`config.mk`:
```
export PLATFORM = sky130hd
export DESIGN_NAME = pwrseq_top
export DESIGN_NICKNAME = d
export VERILOG_FILES = /design/src/rtl/pwrseq_pkg.sv /design/src/rtl/pwrseq_tick.sv /design/src/rtl/pwrseq_timer.sv /design/src/rtl/pwrseq_top.sv
export SDC_FILE = /design/constraint.sdc
export NUM_CORES = 1
export LEC_CHECK = 0
export ABC_AREA = 0
export CORE_AREA = 2 2 76 78
export DETAILED_ROUTE_END_ITERATION = 10
export DIE_AREA = 0 0 78 80
export PLACE_DENSITY = 0.77
export SLEW_MARGIN = 30
export SYNTH_ARGS = -nofsm -noshare
export SYNTH_HDL_FRONTEND = slang
export SYNTH_SLANG_ARGS = --single-unit
```
`constraint.sdc`:
```
create_clock -name clk -period 2.7 [get_ports clk]
set_input_delay 0.27 -clock clk [delete_from_list [all_inputs] [get_ports clk]]
set_output_delay 0.27 -clock clk [all_outputs]
set_load 0.02 [all_outputs]
```
`src/rtl/pwrseq_pkg.sv`:
```
package pwrseq_pkg;

    typedef enum logic [3:0] {
        ST_IDLE,
        ST_CORE_RST,
        ST_CLK_ON,
        ST_CLK_WAIT,
        ST_PHY_UP,
        ST_REF_WAIT,
        ST_SETTLE,
        ST_EP_HOLD,
        ST_POLL,
        ST_GAP,
        ST_UNWIND,
        ST_REG_OFF
    } seq_state_e;

    // Control lines other than the clock enables
    typedef struct packed {
        logic reg_en;
        logic phy_pd;
        logic refclk_en;
        logic ep_active;
        logic phy_rst;
        logic ctrl_rst;
    } pwr_ctl_t;

    localparam pwr_ctl_t CTL_ALL_OFF = '{
        reg_en:    1'b0,
        phy_pd:    1'b1,
        refclk_en: 1'b0,
        ep_active: 1'b0,
        phy_rst:   1'b1,
        ctrl_rst:  1'b1
    };

    function automatic int unsigned max_of2(int unsigned a, int unsigned b);
        return (a > b) ? a : b;
    endfunction

    function automatic int unsigned bits_for(int unsigned v);
        return (v < 2) ? 1 : $clog2(v + 1);
    endfunction

endpackage

```
`src/rtl/pwrseq_tick.sv`:
```
module pwrseq_tick #(
    parameter int unsigned DIV = 200
) (
    input  logic clk,
    input  logic rst,
    input  logic clr,
    output logic tick
);
    localparam int unsigned PW = pwrseq_pkg::bits_for(DIV - 1);

    generate
        if (DIV <= 1) begin : g_pass
            assign tick = 1'b1;
        end else begin : g_div
            logic [PW-1:0] pre;
            assign tick = (pre == PW'(DIV - 1));
            always_ff @(posedge clk) begin
                if (rst || clr || tick) pre <= '0;
                else                    pre <= pre + 1'b1;
            end
        end
    endgenerate
endmodule

```
`src/rtl/pwrseq_timer.sv`:
```
module pwrseq_timer #(
    parameter int unsigned CNT_W = 8
) (
    input  logic             clk,
    input  logic             rst,
    input  logic             tick,
    input  logic             load,
    input  logic [CNT_W-1:0] load_val,
    output logic             expired
);
    logic [CNT_W-1:0] cnt;

    always_ff @(posedge clk) begin
        if (rst)                     cnt <= '0;
        else if (load)               cnt <= load_val;
        else if (tick && cnt != '0)  cnt <= cnt - 1'b1;
    end

    assign expired = (cnt == '0);

    // An expired count stays at zero until reloaded (delay windows of R4/R5)
    assert_timer_hold_R4: assert property (@(posedge clk) disable iff (rst)
        (!load && cnt == '0) |=> cnt == '0);
    assert_timer_step_R5: assert property (@(posedge clk) disable iff (rst)
        (!load && cnt != '0) |=> (cnt == $past(cnt) || cnt == $past(cnt) - 1'b1));
endmodule

```
`src/rtl/pwrseq_top.sv`:
```
module pwrseq_top
    import pwrseq_pkg::*;
#(
    parameter int unsigned N_CLK       = 3,
    parameter int unsigned CLK_PER_US  = 200,
    parameter int unsigned ACK_TMO_US  = 20,
    parameter int unsigned REF_DLY_US  = 10,
    parameter int unsigned SETTLE_US   = 200,
    parameter int unsigned EP_RST_US   = 100000,
    parameter int unsigned POLL_GAP_US = 50,
    parameter int unsigned POLL_MAX    = 2000
) (
    input  logic             clk,
    input  logic             rst,
    input  logic             start,
    input  logic             ep_pol_high,
    input  logic [N_CLK-1:0] clk_ack,
    input  logic             pll_locked,
    output logic             reg_en,
    output logic [N_CLK-1:0] clk_en,
    output logic             phy_pd,
    output logic             refclk_en,
    output logic             ep_rst,
    output logic             phy_rst,
    output logic             ctrl_rst,
    output logic             done,
    output logic             error
);
    localparam int unsigned MAX_DLY = max_of2(max_of2(ACK_TMO_US, REF_DLY_US),
                                              max_of2(max_of2(SETTLE_US, EP_RST_US), POLL_GAP_US));
    localparam int unsigned CNT_W  = bits_for(MAX_DLY);
    localparam int unsigned IDX_W  = bits_for(N_CLK - 1);
    localparam int unsigned POLL_W = bits_for(POLL_MAX);
    localparam logic [IDX_W-1:0]  LAST_CLK  = IDX_W'(N_CLK - 1);
    localparam logic [POLL_W-1:0] LAST_POLL = POLL_W'(POLL_MAX - 1);

    seq_state_e        state;
    pwr_ctl_t          ctl;
    logic [N_CLK-1:0]  clk_en_q;
    logic [IDX_W-1:0]  idx;
    logic [POLL_W-1:0] polls;
    logic              done_q, err_q;

    logic              tick, tmr_load, tmr_exp;
    logic [CNT_W-1:0]  tmr_val;

    pwrseq_tick #(.DIV(CLK_PER_US)) u_tick (
        .clk(clk), .rst(rst), .clr(tmr_load), .tick(tick)
    );

    pwrseq_timer #(.CNT_W(CNT_W)) u_timer (
        .clk(clk), .rst(rst), .tick(tick), .load(tmr_load),
        .load_val(tmr_val), .expired(tmr_exp)
    );

    // Timer load: happens in the same cycle as the move into a waiting state
    always_comb begin
        tmr_load = 1'b0;
        tmr_val  = '0;
        unique case (state)
            ST_CLK_ON: begin
                tmr_load = 1'b1;
                tmr_val  = CNT_W'(ACK_TMO_US);
            end
            ST_PHY_UP: begin
                tmr_load = 1'b1;
                tmr_val  = CNT_W'(REF_DLY_US);
            end
            ST_REF_WAIT: begin
                tmr_load = tmr_exp;
                tmr_val  = CNT_W'(SETTLE_US);
            end
            ST_SETTLE: begin
                tmr_load = tmr_exp;
                tmr_val  = CNT_W'(EP_RST_US);
            end
            ST_POLL: begin
                tmr_load = !pll_locked && (polls != LAST_POLL);
                tmr_val  = CNT_W'(POLL_GAP_US);
            end
            default: ;
        endcase
    end

    always_ff @(posedge clk) begin
        if (rst) begin
            state    <= ST_IDLE;
            ctl      <= CTL_ALL_OFF;
            clk_en_q <= '0;
            idx      <= '0;
            polls    <= '0;
            done_q   <= 1'b0;
            err_q    <= 1'b0;
        end else begin
            unique case (state)
                ST_IDLE: if (start) begin
                    ctl      <= CTL_ALL_OFF;
                    clk_en_q <= '0;
                    done_q   <= 1'b0;
                    err_q    <= 1'b0;
                    state    <= ST_CORE_RST;
                end
                ST_CORE_RST: begin
                    ctl.reg_en <= 1'b1;
                    idx        <= '0;
                    state      <= ST_CLK_ON;
                end
                ST_CLK_ON: begin
                    clk_en_q[idx] <= 1'b1;
                    state         <= ST_CLK_WAIT;
                end
                ST_CLK_WAIT: begin
                    if (clk_ack[idx]) begin
                        if (idx == LAST_CLK) state <= ST_PHY_UP;
                        else begin
                            idx   <= idx + 1'b1;
                            state <= ST_CLK_ON;
                        end
                    end else if (tmr_exp) begin
                        state <= ST_UNWIND;
                    end
                end
                ST_PHY_UP: begin
                    ctl.phy_pd <= 1'b0;
                    state      <= ST_REF_WAIT;
                end
                ST_REF_WAIT: if (tmr_exp) begin
                    ctl.refclk_en <= 1'b1;
                    state         <= ST_SETTLE;
                end
                ST_SETTLE: if (tmr_exp) begin
                    ctl.ep_active <= 1'b1;
                    state         <= ST_EP_HOLD;
                end
                ST_EP_HOLD: if (tmr_exp) begin
                    ctl.ep_active <= 1'b0;
                    ctl.phy_rst   <= 1'b0;
                    polls         <= '0;
                    state         <= ST_POLL;
                end
                ST_POLL: begin
                    if (pll_locked) begin
                        ctl.ctrl_rst <= 1'b0;
                        done_q       <= 1'b1;
                        state        <= ST_IDLE;
                    end else if (polls == LAST_POLL) begin
                        err_q <= 1'b1;
                        state <= ST_IDLE;
                    end else begin
                        polls <= polls + 1'b1;
                        state <= ST_GAP;
                    end
                end
                ST_GAP: if (tmr_exp) state <= ST_POLL;
                ST_UNWIND: begin
                    clk_en_q[idx] <= 1'b0;
                    if (idx == '0) state <= ST_REG_OFF;
                    else           idx   <= idx - 1'b1;
                end
                ST_REG_OFF: begin
                    ctl.reg_en <= 1'b0;
                    err_q      <= 1'b1;
                    state      <= ST_IDLE;
                end
                default: state <= ST_IDLE;
            endcase
        end
    end

    assign reg_en    = ctl.reg_en;
    assign clk_en    = clk_en_q;
    assign phy_pd    = ctl.phy_pd;
    assign refclk_en = ctl.refclk_en;
    assign phy_rst   = ctl.phy_rst;
    assign ctrl_rst  = ctl.ctrl_rst;
    assign ep_rst    = ctl.ep_active ? ep_pol_high : !ep_pol_high;
    assign done      = done_q;
    assign error     = err_q;

    // ---------------- assertions ----------------
    assert_clk0_after_reg_R2: assert property (@(posedge clk) disable iff (rst)
        $rose(clk_en_q[0]) |-> ctl.reg_en);

    generate
        for (genvar i = 1; i < N_CLK; i++) begin : g_chk
            assert_clk_chain_R2: assert property (@(posedge clk) disable iff (rst)
                $rose(clk_en_q[i]) |-> clk_en_q[i-1]);
            assert_clk_ack_gate_R3: assert property (@(posedge clk) disable iff (rst)
                $rose(clk_en_q[i]) |-> $past(clk_ack[i-1]));
        end
    endgenerate

    assert_ref_gate_R2: assert property (@(posedge clk) disable iff (rst)
        $rose(ctl.refclk_en) |-> ((&clk_en_q) && !ctl.phy_pd));

    assert_ep_before_phy_R7: assert property (@(posedge clk) disable iff (rst)
        $fell(ctl.phy_rst) |-> ($past(ctl.ep_active) && !ctl.ep_active));

    assert_done_locked_R7: assert property (@(posedge clk) disable iff (rst)
        $rose(done_q) |-> $past(pll_locked));

    assert_unwind_no_rise_R9: assert property (@(posedge clk) disable iff (rst)
        (state == ST_UNWIND) |=> ((clk_en_q & ~$past(clk_en_q)) == '0));

    assert_reg_off_last_R9: assert property (@(posedge clk) disable iff (rst)
        $fell(ctl.reg_en) |-> (clk_en_q == '0));

    assert_busy_start_R10: assert property (@(posedge clk) disable iff (rst)
        (state != ST_IDLE && start) |=> (state != ST_CORE_RST));

    assert_flags_excl_R11: assert property (@(posedge clk) disable iff (rst)
        !(done_q && err_q));

    assert_core_rst_R12: assert property (@(posedge clk) disable iff (rst)
        (state == ST_IDLE && start) |=>
            (!ctl.reg_en && !ctl.refclk_en && ctl.phy_pd && ctl.phy_rst && clk_en_q == '0));
endmodule

```
**After elaboration in Yosys (flattened, before gate mapping)**

Index checks and enable logic that the tools add are counted.

- Add/subtract/negate cells: 5
- Magnitude comparators: 2
- Equal/unequal tests: 29
- Muxes and demuxes: 46
- Bitwise operators: 3
- Reduce and logical (&&, ||, !) cells: 36

Operators with widths:

| cell | number |
|---|---|
| case mux 17 bit (5 select lines) | 1 |
| case mux 4 bit (10 select lines) | 1 |
| 2-to-1 mux 4 bit | 9 |
| 2-to-1 mux 17 bit | 2 |
| 2-to-1 mux 11 bit | 3 |
| inequality test 2 bit (second input constant) | 12 |
| case mux 11 bit (2 select lines) | 1 |
| zero test 17 bit | 1 |
| nonzero test 17 bit | 1 |
| subtractor 17 x 1 -> 17 bit (second input constant) | 1 |
| equality test 4 x 3 -> 1 bit (second input constant) | 4 |
| equality test 4 bit (second input constant) | 4 |
| AND reduction 4 bit | 4 |
| nonzero test 3 bit | 5 |
| case mux 1 bit (3 select lines) | 4 |
| nonzero test 2 bit | 6 |
| adder 11 x 1 -> 11 bit (second input constant) | 1 |
| equality test 11 bit (second input constant) | 1 |
| inequality test 11 bit (second input constant) | 1 |
| case mux 1 bit (2 select lines) | 5 |
| 2-to-1 mux 1 bit | 9 |
| case mux 3 bit (3 select lines) | 1 |
| AND reduction 3 bit | 3 |
| adder 8 x 1 -> 8 bit (second input constant) | 1 |
| 27 further kinds | 40 |

- Register bits after elaboration: 53
- Bits of input ports: 8
- Output and inout bits: 11
- Logic and storage cells: 135

**Logic depth before layout (Yosys ltp)**

Gate-level depths: netlist (run 1).

- Depth after elaboration: 7
- Depth in mapped cells: 9
- Depth with buffers taken out: 7

**Cells and area by module**

Synthesis (run 1) repeated with hierarchy kept, for this count alone.

- Cell total of the unflattened synthesis: 384
- Area total of the unflattened synthesis: 3131.8 sq um

Modules (own cells, without submodules):

| module | instances | cells an instance | area an instance (sq um) | sequential area each (sq um) |
|---|---|---|---|---|
| pwrseq_top | 1 | 208 | 1661.6 | 560.5 |
| pwrseq_timer | 1 | 138 | 1101.1 | 340.3 |
| pwrseq_tick | 1 | 38 | 369.1 | 160.2 |

**Worst setup path before layout (run 1)**

No wires, ideal clock.

- Path kind: flip-flop to flip-flop
- Start point: register u_tick.g_div.pre[0]
- End point: register u_timer.cnt[4]
- Setup time: 0.086 ns
- Data arrival time: 1.832 ns
- Required time: 2.614 ns
- Slack: 0.782 ns
- Stages on the path, launching flop included: 7
- Buffers on the path: 0
- Period minus slack after synthesis: 1.918 ns
- Cell sequence: dfxtp_1 ha_1 nand4b_1 or2_1 nor3_1 mux2_2 a221oi_2

- Longest elaborated chain between the ends: 3

Ends and longest elaborated chain:

| item | RTL line | RTL |
|---|---|---|
| start, declared | pwrseq_tick.sv:15 | `logic [PW-1:0] pre;` |
| start signal, assigned | pwrseq_tick.sv:19 | `else pre <= pre + 1'b1;` |
| equality test 8 bit | pwrseq_tick.sv:16 | `assign tick = (pre == PW'(DIV - 1));` |
| logical AND 1 bit | pwrseq_timer.sv:16 | `else if (tick && cnt != '0) cnt <= cnt - 1'b1;` |
| nonzero test 2 bit (no line) | -- |  |
| end signal, assigned | pwrseq_timer.sv:15 | `else if (load) cnt <= load_val;` |
| end signal, assigned | pwrseq_timer.sv:16 |  |
| end, declared | pwrseq_timer.sv:11 | `logic [CNT_W-1:0] cnt;` |

No other way between the ends.
A chain may end at the register's enable or synchronous reset.

**Worst setup path in the final report (run 1)**

- Start point: register state[0]
- End point: register u_timer.cnt[9]

- Longest elaborated chain between the ends: 4
- Elaborated cells on any way between the ends: 11
- Those cells by class: 5 x eq/ne; 3 x mux; 3 x reduce/logical

Ends and longest elaborated chain:

| item | RTL line | RTL |
|---|---|---|
| start, declared | pwrseq_top.sv:37 | `seq_state_e state;` |
| start signal, assigned | pwrseq_top.sv:87 | `state <= ST_IDLE;` |
| start signal, assigned | pwrseq_top.sv:101 | `state <= ST_CORE_RST;` |
| start signal, assigned | pwrseq_top.sv:106 | `state <= ST_CLK_ON;` |
| equality test 4 x 3 -> 1 bit or equality test 4 x 2 -> 1 bit (tied branches) | pwrseq_top.sv:60 | `unique case (state)` |
| OR reduction 2 bit (no line) | -- |  |
| case mux 1 bit (3 select lines) | pwrseq_top.sv:60 |  |
| 2-to-1 mux 17 bit or nonzero test 2 bit (tied branches) | -- |  |

Several ways; a longest one is shown, not always the timed one.

==> results of run 1 <==
==> metrics by stage <==
| step | worst slack, ps | hold WS (ps) | cell area, um^2 | std cells | util [%] |
|---|---|---|---|---|---|
| 3_3_place_gp | 452 | 460 | 3330 | 452 | 61.7 |
| 6_report | 367 | 486 | 3430 | 460 | 63.4 |
| 5_1_grt | 95.7 | 525 | 3430 | 460 | 63.4 |
| 2_1_floorplan | 782 | 437 | 3110 | 373 | - |
| 4_1_cts | 364 | 489 | 3430 | 460 | 63.4 |
| 3_5_place_dp | 395 | 463 | 3330 | 452 | 61.7 |
==> cells in the mapped netlist (2+ instances only) <==
cell type	count
o31ai_1	5
o22ai_1	2
and2_1	2
xnor2_1	4
nor3_2	2
a21o_1	2
dfxtp_1	53
clkbuf_1	10
buf_2	4
or4_1	6
o41ai_1	3
nor2_1	42
a31oi_1	3
nor4_2	2
and3_1	4
a21oi_1	22
nand3b_1	3
a2111oi_2	2
buf_6	2
ha_1	4
nor4_1	8
a31o_2	2
nand4b_1	3
a311oi_1	2
or3b_2	2
nand3_1	18
a2111oi_0	3
a32oi_1	3
or2_2	2
o211ai_1	2
mux2i_1	6
xor2_1	10
a211oi_1	11
or3_1	6
nor3_1	15
inv_1	13
nor2b_1	5
o21ai_0	11
nand2_1	24
a22o_1	2
nand4_1	12
a21boi_0	4
==> worst reg2reg max path, delay by kind of cell, from the launching register on <==
family | cells | cell delay (ps)
AND/OR/NAND/NOR | 2 | 760
AO/OA/AOI/OAI | 3 | 950
flip-flops | 1 | 530
==> cell families after synthesis <==
logic type | Yosys count | share of synthesized area [%]
multiplexers | 7 | 2.30
XOR/XNOR | 14 | 3.95
flip-flops | 53 | 34.2
adder cells (fa/ha/maj) | 4 | 1.61
AO/OA/AOI/OAI | 93 | 22.1
AND/OR/NAND/NOR | 169 | 30.9
buffers and inverters | 33 | 4.99
==> power groups by stage <==
stage          Combinational (W)  Clock [W]  Sequential, W
2_1_floorplan            0.00117          0        0.00101
3_3_place_gp             0.00137          0        0.00108
3_5_place_dp             0.00139          0        0.00108
4_1_cts                  0.00140   0.000489        0.00107
5_1_grt                  0.00157   0.000516        0.00109
6_report                 0.00141   0.000471        0.00107
==> state kept, by name, indices dropped and copies added, names as in the netlist, 2 cells and up <==
signal            cells
u_tick.g_div.pre      8
state                 4
u_timer.cnt          17
idx                   2
clk_en                3
polls                11
==> final timing paths <==
kind / to / from / cells after the start
min: u_tick.g_div.pre[0]$_SDFF_PP0_ / u_tick.g_div.pre[0]$_SDFF_PP0_ / 1
min reg2reg: u_tick.g_div.pre[0]$_SDFF_PP0_ / u_tick.g_div.pre[0]$_SDFF_PP0_ / 1
max: u_timer.cnt[9]$_SDFFE_PP0P_ / state[0]$_SDFFE_PP0P_ / 5
max reg2reg: u_timer.cnt[9]$_SDFFE_PP0P_ / state[0]$_SDFFE_PP0P_ / 5
==> metal layers <==
metal  GRT usage, %  vias up  share of wire [%]
met5              0        -                  0
met4           6.67        0               0.80
met3           3.62        6                4.0
met2           40.1       64                 48
met1           32.5     1380                 47
li1               -     1432                  -
==> final cells by class <==
type                       instances  area (um^2)
sequential                        53         1060
clock inverter                     3         25.0
tap                               72         90.1
clock buffer                       5         68.8
inverter                          14         52.6
timing repair buffer              26          240
multi-input combinational        287         1890
fill                             516         1980
==> summary.md, run 1 <==
| Metric | Value |
|---|---|
| Crit-path max FO | 20 |
| CTS tree | built |
| Nets | ~400 |
| Clock Latency Late Sink | 310 ps |
| Cells after synthesis | about 370 |
| Slew Viols, Final | 0 |
| Core box area | 5410 um^2 |
| CTS Buf Count | 5 |
| Antenna violations before repair | 0 |
| Combinational share of power | between 40 and 50% |
| Final worst-path cycle share | between 80% and 90% |
| Final worst path period need | around 2300 ps |
| Largest net degree at the start of global routing | 21 |
| I/O Buffers | 18 |
| DP HPWL | around 5200 um |
| Buf/Inv on CP | 0 |
| Total track usage | 24.0% |
| Die span in x | between 70 and 80 um |
| Switching share of power | 44.5% |
| Setup violators final | 0 |
| Yosys warnings | 0 |
| Synth Register Bits | 53 |
| I/O Pins | 19 |
| Mapped Area | just over 3000 um^2 |
| R2R setup slack | between 300 and 400 ps |
| Core Rows | 27 |
| Kind of critical path | reg -> reg |
| Pwr dens | 860 nW/um^2 |
| Reported net switching power | 0.00131 W |
| Avg Inst Size Synth | approximately 8.3 um^2 |
| First-pass GRT wire length | approximately 12000 um |
| Top Family by Delay on Critical Path | compound AO/OA/AOI/OAI gates |
| Worst Skew | just under 8 ps |
| Max Freq | approximately 430 MHz |
| GRT Residual Overflow | 0 |
| Worst path cell trace | nor4b_4 -> o31ai_1 -> o21ai_4 -> nor3_2 -> a2111oi_2 |
| Syn nets | a little under 400 |
| Clock buffer depth | 2 |
| FFs w/ async S/R, synth | 0% |
| Share of post-route cells with drive strength above 1 | between 10% and 20% |
| WL per Instance | approximately 15 um |
| Detailed Routing Iterations Pass 1 | 5 |
| Hold-fix buffers at CTS | 0 |
| Yosys top cell by area | dfxtp_1 |
| Worst slew margin | between 50% and 60% |
| Initial Util | around 57% |
| Post-synth top area share | 34.2% |
| Setup Fix Bufs, Post-CTS | 0 |
| Crit path max-delay cell type | nor4b_4 |
| Clk pwr share | between 10% and 20% |
| Number of max-cap violations | 0 |
| Most frequent cells in the layout | 53 x dfxtp_1, 42 x nor2_1, 24 x nand2_1, 22 x a21oi_1 |
| Vias in the first global route | around 2700 |
| Area Overhead vs Synth | 10.4% |
| 1st-iter DRT viols | 166 |
| CTS resizes | 0 |
| CP required | 2920 ps |
| Vias post-DR | just under 3000 |
| Root Driver | clkbuf_8 |
| Num Clock Sinks | 53 |
| Routed Antenna Nets | 0 |
| H-tree depth | 2 |
| Startpoint Class | register |
| CP Data Arrival Time | between 2000 and 3000 ps |
| Commonest non-fill, non-tap cell in the layout | dfxtp_1 |
| Final setup TNS | 0 ps |
| Sequential share of power | 36.3% |
| Final Hold Violating Endpoints | 0 |
| DIE HEIGHT | about 80 um |
| VDD IR-drop max | about 0.00046 V |
| Total power | around 0.003 W |
| Leak | 1.15 nW |
| Number of diodes | 0 |
| Count of cell types in the netlist | between 70 and 80 |
| Critical path's largest stage delay | between 600 and 700 ps |
| Outcome | completed |
| Least-Margin Pin Slew | between 600 and 700 ps |
| Area contributors post-synth | dfxtp_1 34%, nor2_1 5.1%, a21oi_1 3.5% |
| Post-synth top flop | dfxtp_1 |
| Drt total wl | around 7100 um |
| Internal power | around 0.0016 W |
| Post-synth EDFFs | 0 |
| HP Class | reg -> reg |
| Residual DRC | 0 |
| DR vias/cell | 6.27 |
| RSZ-0062 raised after global routing | no |
| Seq/Total Area, Yosys | about 34% |
| Clock Pin Slew Worst Setup and Hold Paths | approximately 100 ps |
| Final RePlAce weighted congestion | 0.856 |
| Die area | 6240 um^2 |
| Setup crit end kind | register |
No activity file was read; power rests on OpenSTA's default activity.
==> inputs of run 2 (changes only) <==
- PLACE_DENSITY: 0.77 -> default
- PLACE_DENSITY_LB_ADDON: default -> 0.15
- SLEW_MARGIN: 30 -> default
==> run 2 against run 1 <==
Flip-flop and latch count is the same. Die area is the same. Sequential power barely moved. Critical path type unchanged. Largest power group unchanged.
==> summary.md, run 2 (synthesis results as in run 1) <==
| Metric | Value |
|---|---|
| First-pass GRT wire length | 12000 um (-2.2%) |
| Max reg flops | 17 (unchanged) |
| DP HPWL | 5210 um (-0.47%) |
| Nets | 400 (+0.25%) |
| Final setup TNS | 0 ps (unchanged) |
| Hold-fix buffers at CTS | 0 (unchanged) |
| Outcome | completed |
| Final Hold Violating Endpoints | 0 (unchanged) |
| Final RePlAce weighted congestion | 0.888 (+3.7%) |
| 1st-iter DRT viols | 151 (-9.0%) |
| Root Driver | clkbuf_8 |
| Share of post-route cells with drive strength above 1 | 10.5% (+0.23 points) |
| DP Worst Slack | 460 ps (+65.6 ps) |
| Initial Util | 57.5% (unchanged) |
| Setup violators final | 0 (unchanged) |
| Max Freq | 438 MHz (+2.2%) |
| CP required | 2910 ps (about the same) |
| CTS tree | built |
| Vias post-DR | 2847 (-1.2%) |
| Detailed Routing Iterations Pass 1 | 4 (-1) |
| DIE HEIGHT | 80 um (unchanged) |
| Clock Latency Late Sink | 310 ps (about the same) |
| Vias in the first global route | 2501 (-5.9%) |
| Slew Viols, Final | 0 (unchanged) |
| Startpoint Class | register |
| Most frequent cells in the layout | 53 x dfxtp_1, 42 x nor2_1, 24 x nand2_1, 22 x a21oi_1 |
| Drt total wl | 7110 um (about the same) |
| Regs by FF count | u_timer.cnt (17), polls (11), u_tick.g_div.pre (8) |
| Leak | 1.16 nW (+0.42%) |
| Number of max-cap violations | 0 (unchanged) |
| Crit-path max FO | 20 (unchanged) |
| I/O Buffers | 18 (unchanged) |
| Area Overhead vs Synth | 10.5% |
| Number of diodes | 0 (unchanged) |
| WL per Instance | 15.4 um (-0.29%) |
| I/O Pins | 19 (unchanged) |
| CTS resizes | 0 (unchanged) |
| CP Data Arrival Time | 2490 ps (-70 ps) |
| Residual DRC | 0 (unchanged) |
| Least-Margin Pin Slew | 702 ps (+21.9 ps) |
| Clock buffer depth | 2 (unchanged) |
| Die area | 6240 um^2 (unchanged) |
| Clock Pin Slew Worst Setup and Hold Paths | 100 ps (about the same) |
| GRT Residual Overflow | 0 (unchanged) |
| Setup Fix Bufs, Post-CTS | 0 (unchanged) |
| Final WS setup | 417 ps (+49.8 ps) |
| VDD IR-drop max | 0.000671 V (+45%) |
| Die span in x | 78 um (unchanged) |
| Commonest non-fill, non-tap cell in the layout | dfxtp_1 |
| Num Clock Sinks | 53 (unchanged) |
| DR vias/cell | 6.18 (-1.4%) |
| Final worst path period need | 2280 ps (-49.8 ps) |
| Setup crit end kind | register |
| Largest net degree at the start of global routing | 21 (unchanged) |
| Final worst-path cycle share | 84.6% (-1.8 points) |
| Worst slew margin | 53.1% (-1.5 points) |
| RSZ-0062 raised after global routing | no |
| Core Rows | 27 (unchanged) |
| Worst Skew | 7.64 ps (-0.125 ps) |
| HP Class | reg -> reg |
| Core box area | 5410 um^2 (unchanged) |
| CTS Buf Count | 5 (unchanged) |
| Antenna violations before repair | 0 (unchanged) |
| H-tree depth | 2 (unchanged) |
| Kind of critical path | reg -> reg |
| Total track usage | 23.8% (-0.25 points) |
| Biggest register | u_timer.cnt |
| Routed Antenna Nets | 0 (unchanged) |
| Pwr dens | 860 nW/um^2 (about the same) |
run 2: cell count changes in the layout (fill, tap and decap cells not counted):
cell and delta:
clkinv_2 +1, inv_6 -1, buf_4 +1
run 2: critical path: stages (launching register included):
cell	delay, ps
dfxtp_1	550
nor4b_4	580
o31ai_1	260
o21ai_4	300
nor3_2	140
a2111oi_2	350
run 2: worst paths after layout:
kind	depth (start not counted)	start	to	slack, ps
worst min-delay path	2	polls[8]$_SDFFE_PP0P_	polls[8]$_SDFFE_PP0P_	490
worst max-delay path	5	state[0]$_SDFFE_PP0P_	u_timer.cnt[9]$_SDFFE_PP0P_	420
worst max register to register	5	state[0]$_SDFFE_PP0P_	u_timer.cnt[9]$_SDFFE_PP0P_	420
worst min register to register	2	polls[8]$_SDFFE_PP0P_	polls[8]$_SDFFE_PP0P_	490
run 2: routing by layer:
metal | up-vias | global-route usage (%) | part of all wire, %
met3 | 5 | 3.73 | 3.7
li1 | 1431 | - | -
met1 | 1361 | 32.2 | 47
met5 | - | 0 | 0
met4 | 0 | 6.32 | 0.86
met2 | 50 | 39.6 | 49
run 2: report_power, final:
part	switching [W]	internal, W
Clock	0.000272	0.000185
Sequential	0.000187	0.000886
Combinational	0.000860	0.000560
Total	0.00132	0.00163
run 2: layout make-up:
| class | count | area [um^2] |
|---|---|---|
| clock buffer | 5 | 68.8 |
| tap | 72 | 90.1 |
| fill | 498 | 1970 |
| inverter | 14 | 52.6 |
| sequential | 53 | 1060 |
| multi-input combinational | 287 | 1890 |
| timing repair buffer | 27 | 248 |
| clock inverter | 3 | 21.3 |
run 2: stage by stage:
stage               hold slack (ps)  std cells  power, W  instance area (um^2)  utilization (%)
floorplan                       437        373   0.00218                  3110                -
global placement                456        453   0.00247                  3340             61.8
detailed placement              479        453   0.00248                  3340             61.8
CTS                             497        461   0.00295                  3430             63.5
global route                    515        461   0.00317                  3430             63.5
finish                          493        461   0.00295                  3430             63.5
